### src/rtl/lcdh_pkg.sv
`timescale 1ns/1ps
package lcdh_pkg;
  typedef enum logic [1:0] {
    TGT_EXP   = 2'b00,
    TGT_NONE  = 2'b01,
    TGT_INSTR = 2'b10,
    TGT_DATA  = 2'b11
  } tgt_e;

  localparam logic [2:0] WIDTH_CMD_TAG = 3'b001;
endpackage

### src/rtl/lcdh_sync.sv
`timescale 1ns/1ps
module lcdh_sync #(
  parameter int WIDTH  = 1,
  parameter int STAGES = 2
) (
  input  logic             clk,
  input  logic             rst,
  input  logic [WIDTH-1:0] d,
  output logic [WIDTH-1:0] q
);
  logic [WIDTH-1:0] stg [STAGES];

  always_ff @(posedge clk) begin
    if (rst) begin
      for (int s = 0; s < STAGES; s++) stg[s] <= '0;
    end else begin
      stg[0] <= d;
      for (int s = 1; s < STAGES; s++) stg[s] <= stg[s-1];
    end
  end

  assign q = stg[STAGES-1];
endmodule

### src/rtl/lcdh_par.sv
`timescale 1ns/1ps
module lcdh_par
  import lcdh_pkg::*;
#(
  parameter int DATA_W = 8,
  parameter int ADDR_W = DATA_W - 1
) (
  input  logic              clk,
  input  logic              rst,
  input  logic              en,
  input  logic              width4,
  input  logic              phase_clr,
  input  logic              e,
  input  logic              rw,
  input  logic              rs1,
  input  logic              rs0,
  input  logic [DATA_W-1:0] db,
  input  logic              core_busy,
  input  logic [ADDR_W-1:0] core_addr,
  input  logic [DATA_W-1:0] core_rd_data,
  output logic              wr_valid,
  output logic [1:0]        wr_target,
  output logic [DATA_W-1:0] wr_data,
  output logic              rd_req,
  output logic [DATA_W-1:0] db_out,
  output logic [DATA_W-1:0] db_oe
);
  localparam int NIB = DATA_W / 2;

  logic              e_q;
  logic              rise, fall;
  logic              phase;
  logic              cap_rw;
  logic [1:0]        cap_tgt;
  logic [DATA_W-1:0] cap_db;
  logic [DATA_W-1:0] rd_byte;
  logic [NIB-1:0]    hi_nib;
  logic [DATA_W-1:0] fresh;
  logic [DATA_W-1:0] src;

  assign rise  = e & ~e_q;
  assign fall  = ~e & e_q;
  assign fresh = ({rs1, rs0} == TGT_DATA) ? core_rd_data : {core_busy, core_addr};
  assign src   = (width4 && phase) ? rd_byte : fresh;

  always_ff @(posedge clk) begin
    if (rst || !en) begin
      e_q       <= 1'b0;
      phase     <= 1'b0;
      cap_rw    <= 1'b0;
      cap_tgt   <= TGT_EXP;
      cap_db    <= '0;
      rd_byte   <= '0;
      hi_nib    <= '0;
      wr_valid  <= 1'b0;
      wr_target <= TGT_EXP;
      wr_data   <= '0;
      rd_req    <= 1'b0;
      db_out    <= '0;
      db_oe     <= '0;
    end else begin
      e_q      <= e;
      wr_valid <= 1'b0;
      rd_req   <= 1'b0;
      if (rise) begin
        cap_rw  <= rw;
        cap_tgt <= {rs1, rs0};
        cap_db  <= db;
        if (rw) begin
          if (!(width4 && phase)) rd_byte <= fresh;
          if (width4) begin
            db_out <= {(phase ? src[NIB-1:0] : src[DATA_W-1:NIB]), {NIB{1'b0}}};
            db_oe  <= {{NIB{1'b1}}, {NIB{1'b0}}};
          end else begin
            db_out <= src;
            db_oe  <= '1;
          end
        end
      end
      if (fall) begin
        db_oe <= '0;
        if (width4 && !phase) begin
          phase <= 1'b1;
          if (!cap_rw) hi_nib <= cap_db[DATA_W-1:NIB];
        end else begin
          phase <= 1'b0;
          if (!cap_rw) begin
            wr_valid  <= 1'b1;
            wr_target <= cap_tgt;
            wr_data   <= width4 ? {hi_nib, cap_db[DATA_W-1:NIB]} : cap_db;
          end else if (cap_tgt == TGT_DATA) begin
            rd_req <= 1'b1;
          end
        end
      end
      if (phase_clr) phase <= 1'b0;
    end
  end
endmodule

### src/rtl/lcdh_ser.sv
`timescale 1ns/1ps
module lcdh_ser
  import lcdh_pkg::*;
#(
  parameter int DATA_W = 8,
  parameter int ADDR_W = DATA_W - 1
) (
  input  logic              clk,
  input  logic              rst,
  input  logic              en,
  input  logic              sck,
  input  logic              sdi,
  input  logic              csn,
  input  logic              core_busy,
  input  logic [ADDR_W-1:0] core_addr,
  input  logic [DATA_W-1:0] core_rd_data,
  output logic              wr_valid,
  output logic [1:0]        wr_target,
  output logic [DATA_W-1:0] wr_data,
  output logic              rd_req,
  output logic              so,
  output logic              so_oe
);
  localparam int FRAME_BITS = 2 * DATA_W;
  localparam int CNT_W      = $clog2(FRAME_BITS + 1);
  localparam logic [CNT_W-1:0] HDR_LAST   = CNT_W'(DATA_W - 1);
  localparam logic [CNT_W-1:0] FRAME_LAST = CNT_W'(FRAME_BITS - 1);
  localparam logic [CNT_W-1:0] DATA_FIRST = CNT_W'(DATA_W);

  logic              sck_q;
  logic              rise, fall;
  logic [CNT_W-1:0]  cnt;
  logic [DATA_W-2:0] shreg;
  logic [DATA_W-1:0] word;
  logic              hdr_rw;
  logic [1:0]        hdr_tgt;
  logic [DATA_W-1:0] out_sh;

  assign rise = sck & ~sck_q;
  assign fall = ~sck & sck_q;
  assign word = {shreg, sdi};

  always_ff @(posedge clk) begin
    if (rst || !en) begin
      sck_q     <= 1'b0;
      cnt       <= '0;
      shreg     <= '0;
      hdr_rw    <= 1'b0;
      hdr_tgt   <= TGT_EXP;
      out_sh    <= '0;
      wr_valid  <= 1'b0;
      wr_target <= TGT_EXP;
      wr_data   <= '0;
      rd_req    <= 1'b0;
      so        <= 1'b0;
      so_oe     <= 1'b0;
    end else begin
      sck_q    <= sck;
      wr_valid <= 1'b0;
      rd_req   <= 1'b0;
      if (csn) begin
        cnt   <= '0;
        so_oe <= 1'b0;
      end else begin
        if (rise) begin
          shreg <= word[DATA_W-2:0];
          cnt   <= (cnt == FRAME_LAST) ? '0 : cnt + 1'b1;
          if (cnt == HDR_LAST) begin
            hdr_rw  <= word[DATA_W-1];
            hdr_tgt <= word[DATA_W-2 -: 2];
            if (word[DATA_W-1])
              out_sh <= (word[DATA_W-2 -: 2] == TGT_DATA) ? core_rd_data
                                                           : {core_busy, core_addr};
          end
          if (cnt == FRAME_LAST) begin
            if (!hdr_rw) begin
              wr_valid  <= 1'b1;
              wr_target <= hdr_tgt;
              wr_data   <= word;
            end else if (hdr_tgt == TGT_DATA) begin
              rd_req <= 1'b1;
            end
          end
        end
        if (fall) begin
          if (hdr_rw && cnt >= DATA_FIRST) begin
            so     <= out_sh[DATA_W-1];
            out_sh <= {out_sh[DATA_W-2:0], 1'b0};
            so_oe  <= 1'b1;
          end else begin
            so_oe <= 1'b0;
          end
        end
      end
    end
  end
endmodule

### src/rtl/lcdh_host_if.sv
`timescale 1ns/1ps
module lcdh_host_if
  import lcdh_pkg::*;
#(
  parameter int DATA_W      = 8,
  parameter int SYNC_STAGES = 2
) (
  input  logic              clk,
  input  logic              rst,
  input  logic              mode_serial,
  input  logic              e_sck,
  input  logic              rw_sdi,
  input  logic              rs0_csn,
  input  logic              rs1,
  input  logic [DATA_W-1:0] db_in,
  output logic [DATA_W-1:0] db_out,
  output logic [DATA_W-1:0] db_oe,
  output logic              wr_valid,
  output logic [1:0]        wr_target,
  output logic [DATA_W-1:0] wr_data,
  output logic              rd_req,
  input  logic              core_busy,
  input  logic [DATA_W-2:0] core_addr,
  input  logic [DATA_W-1:0] core_rd_data
);
  localparam int ADDR_W = DATA_W - 1;
  localparam int PIN_W  = DATA_W + 4;

  logic [PIN_W-1:0]  pins_s;
  logic              e_s, rw_s, rs0_s, rs1_s;
  logic [DATA_W-1:0] db_s;

  lcdh_sync #(.WIDTH(PIN_W), .STAGES(SYNC_STAGES)) u_sync (
    .clk(clk), .rst(rst),
    .d({e_sck, rw_sdi, rs0_csn, rs1, db_in}),
    .q(pins_s)
  );
  assign {e_s, rw_s, rs0_s, rs1_s, db_s} = pins_s;

  logic              width4;
  logic              phase_clr;
  logic              par_wr, ser_wr, par_rd, ser_rd;
  logic [1:0]        par_tgt, ser_tgt;
  logic [DATA_W-1:0] par_data, ser_data;
  logic [DATA_W-1:0] par_out, par_oe;
  logic              ser_so, ser_oe;

  lcdh_par #(.DATA_W(DATA_W), .ADDR_W(ADDR_W)) u_par (
    .clk(clk), .rst(rst), .en(!mode_serial),
    .width4(width4), .phase_clr(phase_clr),
    .e(e_s), .rw(rw_s), .rs1(rs1_s), .rs0(rs0_s), .db(db_s),
    .core_busy(core_busy), .core_addr(core_addr), .core_rd_data(core_rd_data),
    .wr_valid(par_wr), .wr_target(par_tgt), .wr_data(par_data),
    .rd_req(par_rd), .db_out(par_out), .db_oe(par_oe)
  );

  lcdh_ser #(.DATA_W(DATA_W), .ADDR_W(ADDR_W)) u_ser (
    .clk(clk), .rst(rst), .en(mode_serial),
    .sck(e_s), .sdi(rw_s), .csn(rs0_s),
    .core_busy(core_busy), .core_addr(core_addr), .core_rd_data(core_rd_data),
    .wr_valid(ser_wr), .wr_target(ser_tgt), .wr_data(ser_data),
    .rd_req(ser_rd), .so(ser_so), .so_oe(ser_oe)
  );

  logic              sel_wr;
  logic [1:0]        sel_tgt;
  logic [DATA_W-1:0] sel_data;

  assign sel_wr    = mode_serial ? ser_wr   : par_wr;
  assign sel_tgt   = mode_serial ? ser_tgt  : par_tgt;
  assign sel_data  = mode_serial ? ser_data : par_data;
  assign phase_clr = sel_wr && (sel_tgt == TGT_INSTR) &&
                     (sel_data[DATA_W-1 -: 3] == WIDTH_CMD_TAG);

  always_ff @(posedge clk) begin
    if (rst) begin
      width4    <= 1'b0;
      wr_valid  <= 1'b0;
      wr_target <= TGT_EXP;
      wr_data   <= '0;
      rd_req    <= 1'b0;
    end else begin
      wr_valid  <= sel_wr && (sel_tgt != TGT_NONE);
      wr_target <= sel_tgt;
      wr_data   <= sel_data;
      rd_req    <= mode_serial ? ser_rd : par_rd;
      if (phase_clr) width4 <= ~sel_data[DATA_W-4];
    end
  end

  assign db_out = mode_serial ? {{(DATA_W-1){1'b0}}, ser_so} : par_out;
  assign db_oe  = mode_serial ? {{(DATA_W-1){1'b0}}, ser_oe} : par_oe;
endmodule

### config.mk
export PLATFORM = sky130hd
export DESIGN_NAME = lcdh_host_if
export DESIGN_NICKNAME = d
export VERILOG_FILES = /design/src/rtl/lcdh_pkg.sv /design/src/rtl/lcdh_sync.sv /design/src/rtl/lcdh_par.sv /design/src/rtl/lcdh_ser.sv /design/src/rtl/lcdh_host_if.sv
export SDC_FILE = /design/constraint.sdc
export NUM_CORES = 1
export LEC_CHECK = 0
export BUFFER_PORTS_ARGS = -buffer_cell sky130_fd_sc_hd__buf_2
export CAP_MARGIN = 20
export CORE_MARGIN = 1.5
export CORE_UTILIZATION = 45
export DETAILED_ROUTE_END_ITERATION = 8
export GPL_ROUTABILITY_DRIVEN = 1
export HOLD_SLACK_MARGIN = 0.02
export PLACE_DENSITY = 0.61
export SETUP_SLACK_MARGIN = 0.05
export SLEW_MARGIN = 40
export SYNTH_ARGS = -nofsm -noshare
export SYNTH_HDL_FRONTEND = slang
export SYNTH_HIERARCHICAL = 1
export SYNTH_SLANG_ARGS = --single-unit
### constraint.sdc
create_clock -name clk -period 2.1 [get_ports clk]
set_clock_uncertainty 0.2 [all_clocks]
set_input_delay 0 -clock clk [delete_from_list [all_inputs] [get_ports clk]]
set_output_delay 0 -clock clk [all_outputs]
set_load 0.05 [all_outputs]
## Word level (Yosys, flattened, before mapping)

Memory sizes are Yosys's and may differ from the RTL's.
Index checks and enable logic that the tools add are counted.

| cells by class | value |
|---|---|
| $add $sub $neg | 1 |
| $lt $le $gt $ge | 1 |
| equality and inequality tests | 9 |
| muxes and demuxes | 30 |
| bitwise logic cells | 17 |
| reductions and logical operators | 24 |

Operator list:

| operator | number |
|---|---|
| 8-bit 2-to-1 mux | 13 |
| 12-bit 2-to-1 mux | 2 |
| 3-bit AND reduction | 4 |
| 1-bit 2-to-1 mux | 11 |
| 1-bit NOT | 11 |
| 2-bit == test, second input constant | 5 |
| 4-bit 2-to-1 mux | 2 |
| 4-bit OR reduction | 2 |
| 1-bit logical AND | 6 |
| 2-bit OR reduction | 3 |
| 5-bit by 1-bit adder with 5-bit output, second input constant | 1 |
| 5-bit by 3-bit == test with 1-bit output, second input constant | 1 |
| 5-bit by 4-bit == test with 1-bit output, second input constant | 1 |
| 5-bit by 4-bit greater-or-equal comparator with 1-bit output, second input constant | 1 |
| 5-bit 2-to-1 mux | 1 |
| 5-bit OR reduction | 1 |
| 1-bit AND | 4 |
| 2-bit AND reduction | 2 |
| 4-bit AND reduction | 1 |
| 3-bit by 1-bit == test with 1-bit output, second input constant | 1 |
| 3-bit OR reduction | 1 |
| 1-bit logical NOT | 2 |
| 1-bit logical OR | 2 |
| 2-bit 2-to-1 mux | 1 |
| 2 further kinds | 3 |

| storage, ports and cells | value |
|---|---|
| bits in registers | 104 |
| bits in writable memories | 24 |
| bits of input ports | 31 |
| output and inout bits | 28 |
| word-level logic and storage cells | 113 |
| memories | 1 |

Memory list:

| name | depth | bits a word | rd ports | clocked after Yosys merged registers in | write ports | line | source |
|---|---|---|---|---|---|---|---|
| u_sync.stg | 2 | 12 | 2 | 0 | 2 | lcdh_sync.sv:11 | `logic [WIDTH-1:0] stg [STAGES];` |

## Depth between registers and ports, before layout

| logic depth | value |
|---|---|
| depth after elaboration | 7 |
| mapped depth | 6 |
| gate-level depth less buffers | 4 |

## Modules after synthesis

The synthesis kept the hierarchy.

Modules (own cells, without submodules):

| module | instances | cells an instance | area each (um^2) | sequential area each (um^2) |
|---|---|---|---|---|
| lcdh_par | 1 | 231 | 2085.8 | 860.8 |
| lcdh_ser | 1 | 209 | 1804.2 | 760.7 |
| lcdh_sync | 1 | 62 | 783.3 | 480.5 |
| lcdh_host_if | 1 | 68 | 636.9 | 260.2 |

## Worst setup path after synthesis

OpenSTA, ideal clock, no wires.

| timing | value |
|---|---|
| path type | register to register |
| from | memory u_sync/stg[0][21] (netlist bit) |
| to | register u_ser.hdr_rw |
| library setup time | 132 ps |
| arrival | 1427 ps |
| required time | 1768 ps |
| slack | 341 ps |
| stages on the path, launching flop included | 7 |
| buffers on the path | 3 |
| period minus slack after synthesis | 1759 ps |
| cells stage by stage | dfxtp_1 > buf_4 > buf_2 > or3b_2 > buf_2 > o21ai_0 > a21oi_1 |

RTL lines:

| item | line | source |
|---|---|---|
| start: declaration | lcdh_sync.sv:11 |  |
| end signal: assignment | lcdh_ser.sv:69 | `hdr_rw <= word[DATA_W-1];` |
| end: declaration | lcdh_ser.sv:35 | `logic hdr_rw;` |

## Worst setup path in the final report

| timing | value |
|---|---|
| from | register u_ser.shreg[5] |
| to | register u_ser.out_sh[0] |

| on the way | value |
|---|---|
| cells in the longest elaborated chain, start to end | 7 |

Ends and longest elaborated chain:

| item | line | source |
|---|---|---|
| start: declaration | lcdh_ser.sv:33 | `logic [DATA_W-2:0] shreg;` |
| start signal: assignment | lcdh_ser.sv:66 | `shreg <= word[DATA_W-2:0];` |
| 2-bit == test (*) | lcdh_ser.sv:72 | `out_sh <= (word[DATA_W-2 -: 2] == TGT_DATA) ? core_rd_data` |
| 8-bit 2-to-1 mux (*) | lcdh_ser.sv:72 |  |
| 8-bit 2-to-1 mux (*) | lcdh_ser.sv:71 | `if (word[DATA_W-1])` |
| 8-bit 2-to-1 mux (*) | lcdh_ser.sv:68 | `if (cnt == HDR_LAST) begin` |
| 8-bit 2-to-1 mux (*) | lcdh_ser.sv:65 | `if (rise) begin` |
| 8-bit 2-to-1 mux | lcdh_ser.sv:86 | `if (hdr_rw && cnt >= DATA_FIRST) begin` |
| 8-bit 2-to-1 mux (*) | lcdh_ser.sv:85 | `if (fall) begin` |
| end signal: assignment | lcdh_ser.sv:72 |  |
| end signal: assignment | lcdh_ser.sv:88 | `out_sh <= {out_sh[DATA_W-2:0], 1'b0};` |
| end: declaration | lcdh_ser.sv:37 | `logic [DATA_W-1:0] out_sh;` |

Mark *: on every way between the ends. The rest lies on a longest branch, timed or not.
A chain may end at the register's enable or synchronous reset.

==> impl_results.md <==
* Status: finished clean
* Row count at 39
* Setup TNS at 0 ns
* Unrepaired setup endpoints after global routing: no
* Clk buf depth at 2
* Total power at approximately 0.0052 W
* Worst slew pin tran at 0.556 ns
* R2R Path Start: u_ser/shreg[5]
* Register area share after synthesis at 0.445
* Pwr/cell area at about 810 nW/um^2
* EDFF count, synth at 0
* Crit path launch type: register
* I/O pin cnt at 59
* GRT overflow at 0
* Final hold viol count at 0
* P&R area growth vs syn at 21.7%
* Via count at around 4.4k
* H-tree Lvls at 4
* Nets@finish at roughly 670
* Register bit total from synthesis at between 100 and 150
* Mean Syn Cell Area at around 9.3 sq um
* Crit path from: u_ser/shreg[5]
* Commonest non-fill, non-tap cell in the layout: dfxtp_1
* Post-synth top area share at 0.445
* Final Non-Filler Cells at about 800
* Worst-Skew Late Latency at between 0.4 and 0.5 ns
* Root buf cell: clkbuf_16
* DR DRC count at 0
* Initial antenna violation count at 0
* Starting DRT DRC Count at between 200 and 300
* Cells along the critical path: nand2_2 > mux2_2 > dlygate4sd3_1 > o211a_1
* Filler Cell Count at about 1k
* Detailed Routing Iterations Pass 1 at 5
* DIE HEIGHT at around 110 microns
* DP HPWL at approximately 8500 microns
* Critical Path RT at about 2.2 ns
* Top_reg_cell synth: dfxtp_1
* Critical path class: register to register
* Post-Syn Instances at between 500 and 600
* Slew Limit Fails at 0
* Tmin final at slightly below 2 ns
* Count of cell types in the netlist at 65
* Placed cells at 725
* F_max at about 0.5 GHz
* Ys Warns at 6
* Crit. End Element: register
* DIE AREA at about 12000 sq um
* Max cap viols at 0
* Die W at about 110 microns
* Final setup violation count at 0
* Max stage delay cell, worst path: dlygate4sd3_1
* Critical Path AT at ~2.1 ns
* Syn_nets at roughly 600
* GP Congestion at between 0.8 and 0.9
* Total track usage at 0.207
* Top cells by area, synth: dfxtp_1, a21oi_1, mux2i_1, nand2_1, buf_4
* Async S/R FF share, synth at 0
* Reg clk slew, reported paths at 0.06 ns
* Crit Path Max Fanout at 8
* Fraction of layout cells with a size suffix above 1 at 0.226
* Global-route wire length before repair at roughly 21000 microns
* Final period utilization at 0.928
* Ant. Diodes at 0
* Initial Utilization at 0.463
* CTS sink count at roughly 120
* Worst Hold Class: primary input to register
* Pin count of the biggest net entering global routing at 44
* Post-Syn Area at between 5000 and 6000 sq um
* Vias/cell at roughly 5.5
* Delay of the slowest critical-path stage at between 0.5 and 0.6 ns
* Peak VDD IR at roughly 410 uV
* HP Start: db_in[1]
* Area leader, netlist: dfxtp_1
* Most frequent cells in the layout: dfxtp_1, a21oi_1, buf_2, nand2_1, dlygate4sd3_1
* Via count of the first global-routing pass at around 4.2k
* Final Instance Area at 6460 sq um
* P_leak at ~2.4 nW
* Post-DP Area at 5490 sq um
* Std-Cell Core Area at roughly 11000 sq um
* Post-Route WL at about 13000 microns
* Relative slew slack at 0.629
* Final ANT Viol Nets at 0
* # port buffers at 58
* WL/cell at ~16 microns
* CTS tree: built
* TritonCTS Buffers at 17
==> where the power goes <==
group	switching [W]	leakage, nW	internal, W
sequential	0.0000180	0.956	0.00227
clock	0.00105	0.269	0.00166
combinational	0.000130	1.18	0.000125
==> area by class of cell <==
class                   instances  area [sq um]  area share
flip-flops and latches        118          2360       0.365
inverters                      11          41.3     0.00639
well taps                     143           179      0.0277
repair buffers                118           841       0.130
clock inverters                14           128      0.0197
clock buffers                  18           439      0.0679
multi-input cells             375          2470       0.383
==> critical path: cells and delay by family (launching register included) <==
| kind | cells | cell delay [ns] |
|---|---|---|
| buffers and inverters | 1 | 0.56 |
| multiplexers | 1 | 0.35 |
| flip-flops | 1 | 0.34 |
| AO/OA/AOI/OAI | 1 | 0.21 |
| AND/OR/NAND/NOR | 1 | 0.18 |
==> cell families (layout without fill, tap and decap cells) <==
family | after synthesis | in the layout | synth area share
DFF | 118 | 118 | 0.445
adders and majority gates | 2 | 2 | 0.00471
xor gates and xnor gates | 1 | 1 | 0.00165
and+or+nand+nor | 194 | 194 | 0.220
muxes | 24 | 24 | 0.0459
AOI/OAI and AO/OA | 154 | 154 | 0.193
buffers and inverters | 77 | 161 | 0.0902
==> final timing paths <==
path | to | slack, ns | cells past startpoint
worst max register to register | u_ser/out_sh[0] | 0.15 | 4
worst max-delay path | u_ser/out_sh[0] | 0.15 | 4
worst min register to register | u_sync/stg[0][14] | 0.24 | 1
worst min-delay path | u_sync/stg[0][1] | 0.13 | 3
==> metrics by stage <==
stage | setup WS (ns) | hold WS [ns] | utilization
floorplan | 0.341 | -0.131 | -
global placement | 0.200 | 0.0126 | 0.479
detailed placement | 0.175 | 0.0121 | 0.479
CTS | 0.118 | 0.117 | 0.563
global route | 0.0777 | 0.131 | 0.564
finish | 0.152 | 0.130 | 0.564
==> state kept, by name, summed over array words and instances (netlist names), 4 cells and up <==
register and flops:
u_par/cap_db 8, u_par/rd_byte 4, u_par/db_out 8, u_ser/shreg 7, u_ser/out_sh 8, u_ser/wr_data 8
u_par/hi_nib 4, u_sync/stg 24, u_ser/cnt 5, wr_data 8, u_par/wr_data 8
==> timing repair <==
action	4_1_cts	5_1_grt
hold buffers	40	0
buffers inserted	0	0
hold endpoints to repair	60	0
setup endpoints to repair	0	4
gates resized for setup	0	4
==> layer usage <==
metal	wire length, microns	track usage	vias to the layer above
li1	-	-	2158
met1	5790	0.274	2014
met4	265	0.0844	0
met5	0	0	-
met3	716	0.0495	27
met2	5820	0.326	163
==> Yosys cell counts, types with 3 or more instances <==
| library cell | number |
|---|---|
| a2111oi_0 | 10 |
| a211oi_1 | 5 |
| a211oi_2 | 4 |
| a21boi_0 | 7 |
| a21oi_1 | 67 |
| a31oi_1 | 4 |
| a32oi_1 | 7 |
| and2b_1 | 5 |
| and3_1 | 15 |
| buf_1 | 4 |
| buf_2 | 13 |
| buf_4 | 21 |
| buf_6 | 10 |
| clkbuf_1 | 14 |
| clkbuf_2 | 3 |
| dfxtp_1 | 118 |
| inv_1 | 11 |
| mux2_2 | 3 |
| mux2i_1 | 21 |
| nand2_1 | 49 |
| nand2b_1 | 7 |
| nand3_1 | 26 |
| nand4_1 | 5 |
| nand4b_1 | 3 |
| nor2_1 | 16 |
| nor2b_1 | 23 |
| nor2b_2 | 14 |
| nor3_1 | 7 |
| o211ai_1 | 5 |
| o21ai_0 | 25 |
| o32ai_1 | 7 |
Power figures use the tool's default switching activity.
